$ cat src/rtl/cpu_status_pkg.sv
package cpu_status_pkg;
    localparam int ARITH_FLAGS = 4;
    localparam int STATUS_W    = 8;
    localparam int PDF_BIT     = ARITH_FLAGS;
    localparam int TO_BIT      = ARITH_FLAGS + 1;

    typedef struct packed {
        logic pdf;
        logic tmo;
    } pm_state_t;
endpackage

$ cat src/rtl/status_arith_flags.sv
module status_arith_flags #(
    parameter int N = 4
) (
    input  logic         clk,
    input  logic         rst_n,
    input  logic [N-1:0] alu_flags_i,
    input  logic [N-1:0] alu_upd_i,
    input  logic         bus_wr_i,
    input  logic [N-1:0] bus_wdata_i,
    output logic [N-1:0] flags_o
);
    logic [N-1:0] flags_d, flags_q;

    always_comb begin
        flags_d = flags_q;
        for (int i = 0; i < N; i++) begin
            if (alu_upd_i[i]) begin
                flags_d[i] = alu_flags_i[i];
            end else if (bus_wr_i) begin
                flags_d[i] = bus_wdata_i[i];
            end
        end
    end

    always_ff @(posedge clk or negedge rst_n) begin
        if (!rst_n) begin
            flags_q <= '0;
        end else begin
            flags_q <= flags_d;
        end
    end

    assign flags_o = flags_q;
endmodule

$ cat src/rtl/status_pm_flags.sv
module status_pm_flags
    import cpu_status_pkg::*;
(
    input  logic      clk,
    input  logic      rst_n,
    input  logic      wdt_clr_i,
    input  logic      halt_i,
    input  logic      wdt_tmo_i,
    output pm_state_t pm_o
);
    pm_state_t pm_d, pm_q;

    always_comb begin
        pm_d = pm_q;
        if (halt_i) begin
            pm_d.pdf = 1'b1;
        end else if (wdt_clr_i) begin
            pm_d.pdf = 1'b0;
        end
        if (wdt_tmo_i) begin
            pm_d.tmo = 1'b1;
        end else if (wdt_clr_i || halt_i) begin
            pm_d.tmo = 1'b0;
        end
    end

    always_ff @(posedge clk or negedge rst_n) begin
        if (!rst_n) begin
            pm_q <= '0;
        end else begin
            pm_q <= pm_d;
        end
    end

    assign pm_o = pm_q;
endmodule

$ cat src/rtl/cpu_status_reg.sv
module cpu_status_reg
    import cpu_status_pkg::*;
(
    input  logic                   clk,
    input  logic                   rst_n,
    input  logic [ARITH_FLAGS-1:0] alu_flags_i,
    input  logic [ARITH_FLAGS-1:0] alu_upd_i,
    input  logic                   bus_wr_i,
    input  logic [STATUS_W-1:0]    bus_wdata_i,
    input  logic                   wdt_clr_i,
    input  logic                   halt_i,
    input  logic                   wdt_tmo_i,
    output logic [STATUS_W-1:0]    rd_data_o
);
    logic [ARITH_FLAGS-1:0] arith_q;
    pm_state_t              pm_q;
    logic                   unused_wdata;

    // Upper write-data bits reach no storage: power flags are bus-immune.
    assign unused_wdata = ^bus_wdata_i[STATUS_W-1:ARITH_FLAGS];

    status_arith_flags #(.N(ARITH_FLAGS)) u_arith (
        .clk         (clk),
        .rst_n       (rst_n),
        .alu_flags_i (alu_flags_i),
        .alu_upd_i   (alu_upd_i),
        .bus_wr_i    (bus_wr_i),
        .bus_wdata_i (bus_wdata_i[ARITH_FLAGS-1:0]),
        .flags_o     (arith_q)
    );

    status_pm_flags u_pm (
        .clk       (clk),
        .rst_n     (rst_n),
        .wdt_clr_i (wdt_clr_i),
        .halt_i    (halt_i),
        .wdt_tmo_i (wdt_tmo_i),
        .pm_o      (pm_q)
    );

    always_comb begin
        rd_data_o                = '0;
        rd_data_o[ARITH_FLAGS-1:0] = arith_q;
        rd_data_o[PDF_BIT]       = pm_q.pdf;
        rd_data_o[TO_BIT]        = pm_q.tmo;
    end
endmodule

$ cat config.mk
export PLATFORM = sky130hd
export DESIGN_NAME = cpu_status_reg
export DESIGN_NICKNAME = d
export VERILOG_FILES = /design/src/rtl/cpu_status_pkg.sv /design/src/rtl/status_arith_flags.sv /design/src/rtl/status_pm_flags.sv /design/src/rtl/cpu_status_reg.sv
export SDC_FILE = /design/constraint.sdc
export NUM_CORES = 1
export LEC_CHECK = 0
export BUFFER_PORTS_ARGS = -buffer_cell sky130_fd_sc_hd__buf_2
export CORE_AREA = 2 2 39 41
export CTS_BUF_LIST = sky130_fd_sc_hd__clkbuf_2 sky130_fd_sc_hd__clkbuf_4 sky130_fd_sc_hd__clkbuf_8
export DETAILED_ROUTE_END_ITERATION = 8
export DIE_AREA = 0 0 41 43
export HOLD_SLACK_MARGIN = 0.05
export PLACE_DENSITY_LB_ADDON = 0.2
export REMOVE_ABC_BUFFERS = 1
export SYNTH_ARGS = -nofsm -noshare
export SYNTH_HDL_FRONTEND = slang
export SYNTH_SLANG_ARGS = --single-unit
export TNS_END_PERCENT = 100
$ cat constraint.sdc
create_clock -name clk -period 0.8 [get_ports clk]
set_input_delay 0.16 -clock clk [delete_from_list [all_inputs] [get_ports clk]]
set_output_delay 0.16 -clock clk [all_outputs]
set_load 0.02 [all_outputs]
==> flow_summary.toml <==
[route]
finalWirelength_um = 594
route.detailed.drc = 0
drt.antenna.violating_nets = 0
drt_iter0_drc = 2
vias = 274
via_per_inst = 3.971
wire_per_inst_um = 8.609
firstDrtPassIters = 2

[synth]
synth.area.mux_share_pct = 14.41
synth_common_cells = "6 x dfrtp_1, 4 x mux2i_1, 4 x nand2_1, 4 x o21ai_1"
synth.top_cell.area_share_pct = 54.05
ys_types = 10
synth_xor_xnor_area_share_pct = 0
synth-edff-count = 0
synth_top_family_by_area = "multiplexers"
synth_top_flop_cell = "dfrtp_1"
synthAdderAreaFrac_pct = 0
synth_area_leaders = "dfrtp_1 54%, mux2i_1 14%, o21ai_1 7.2%, a21o_1 5.4%, buf_4 5.4%"
synth_compound_area_share_pct = 12.61
yosysSeqAreaShare_pct = 54.05
yosys.area_share.simple_pct = 6.757
syn_area_um2 = 277.8
post-synth-top-count-cell = "dfrtp_1"
ys.warnings.count = 0
synthArstFlopShare_pct = 100.0
synth_cells = 26
synth_top_area_cell = "dfrtp_1"
avgSynthCellArea_um2 = 10.68
synth_seq_cells = 6

[placed_design]
pre_cts_ws_ps = 83.54
io_buffers = 23
hpwl_um = 465.4
routabilityCongestion = 0.5195

[sta]
holdWs_ps = 102.0
setup-violations-final = 8
fmax_mhz = 1081
rsz0062_at_grt = "yes"
layout_setup_ws_ps = -125.0
final-hold-violation-count = 0
min_period_over_period_pct = 115.6
period_needed_ps = 925.0
drv_slew = 0
finalClockSkew_ps = 0

[power_and_ir_drop]
p_per_area_nw_per_um2 = 1716
ir_drop_v = 0.0007510
p_leak_uw = 0.0002646

[worst_setup_path]
crit_type = "reg -> out"
crit_slowest_cell = "dfrtp_1"
crit_path_end_kind = "primary output"
slowest_delay_ps = 390
critPathMaxFanout = 2
arrival_ps = 760
setup.worst_path.start_class = "register"
path_buf_inv = 1
cp_top_family = "flip-flops"
path_cells = "buf_6"
required_ps = 640

[clock_tree]
cts_tree = "built"
worstSkewPairLatency_ps = 240
cts.clk_slew.worst_paths_ps = 40
cts_sinks = 6
htree_levels = 1
cts-root-buf = "clkbuf_4"
clockBufferDepth = 2
numCtsBuffers = 3

[global_routing]
grt_pass1_vias = 236
grt_pass1_wl_um = 910
grt_max_degree = 7
gr-total-overflow = 0
grt.total_usage_pct = 8.283
antenna_found_initial = 0

[floorplan]
fp-row-count = 14
dieArea_um2 = 1763
start_util_pct = 20.07
ioPinCount = 30
core_area_um2 = 1384
die_h_um = 43
die_w_um = 41

[run_status]
violations = "negative setup slack"
status = "finished, violations left"

[layout]
postLayoutCoreUtil_pct = 34.36
n_antenna_cell = 0
area_growth_pct = 71.17
multi_input_comb_area_um2 = 101.3
seq_area_um2 = 150.1
fillers = 151
nets = 77
drive_above_1_share_pct = 52.83

[run]
maxCapViolCount = 0

[worst_hold_path]
min_path_type = "in -> reg"
where the power goes:
group / switching [µW] / internal, µW / total, µW
logic: 90.9 / 113 / 204
clock network: 95.8 / 169 / 265
registers: 17.2 / 331 / 348
cell type report:
class / count / share of cell area, %
Inverter: 1 / 0.7895
Sequential cell: 6 / 31.58
Timing Repair Buffer: 26 / 37.37
Clock buffer: 3 / 4.737
Multi-Input combinational cell: 17 / 21.32
Tap cell: 16 / 4.211
flip-flops by register name, indices dropped and copies added (netlist names):
| signal | flops |
|---|---|
| u_pm.pm_o | 2 |
| u_arith.flags_o | 4 |
routing by layer:
layer	GRT usage (%)	share of wire, %
met5	0	0
met1	8.197	41
met4	6.000	1.3
met3	6.806	13
met2	10.94	45
cells by family after synthesis:
kind of cell	after synthesis
compound gates	6
flops	6
simple gates	5
mux	4
buf+inv	4
other cells	1
final timing paths:
kind                                          from                  to  slack (ps)  cells after the start
worst min register to register        u_pm.pm_o[1]        u_pm.pm_o[1]         500                      1
max in group asynchronous                    rst_n  u_arith.flags_o[2]         370                      2
worst max register to register  u_arith.flags_o[2]  u_arith.flags_o[2]         -20                      3
worst min-delay path                     wdt_tmo_i        u_pm.pm_o[0]         100                      2
worst max-delay path                  u_pm.pm_o[0]        rd_data_o[5]        -120                      1
min in group asynchronous                    rst_n  u_arith.flags_o[1]         290                      2
worst register-to-register path, stage by stage (launching register included):
cell     delay [ps]
dfrtp_1         380
buf_4           130
mux2i_1         120
o21ai_1          70
layout by cell type (no fill, tap or decap):
cell,instances
buf_4,2
clkbuf_4,3
inv_1,1
buf_2,17
buf_6,6
dfrtp_1,6
a21o_1,2
dlygate4sd3_1,1
nand2_1,4
mux2i_1,4
o21ai_1,4
nor2_1,1
conb_1,2
timing repair:
| action | 4_1_cts | 5_1_grt |
|---|---|---|
| setup endpoints to repair | 6 | 6 |
| hold buffers | 1 | 0 |
| endpoints found under the hold margin | 6 | 0 |
| cloned | 0 | 0 |
| gates resized for setup | 12 | 0 |
| setup buffers | 0 | 2 |
through the flow:
stage / std cells / TNS (ps) / power [µW] / cell area (µm²)
floorplan: 24 / 0 / 422.1 / 255.2
global placement: 63 / 0 / 505.0 / 390.4
detailed placement: 63 / 0 / 505.0 / 390.4
CTS: 67 / -752.0 / 825.2 / 460.4
global route: 69 / -1004 / 879.7 / 475.5
finish: 69 / -695.4 / 816.1 / 475.5
(Power assumes the default switching activity.)
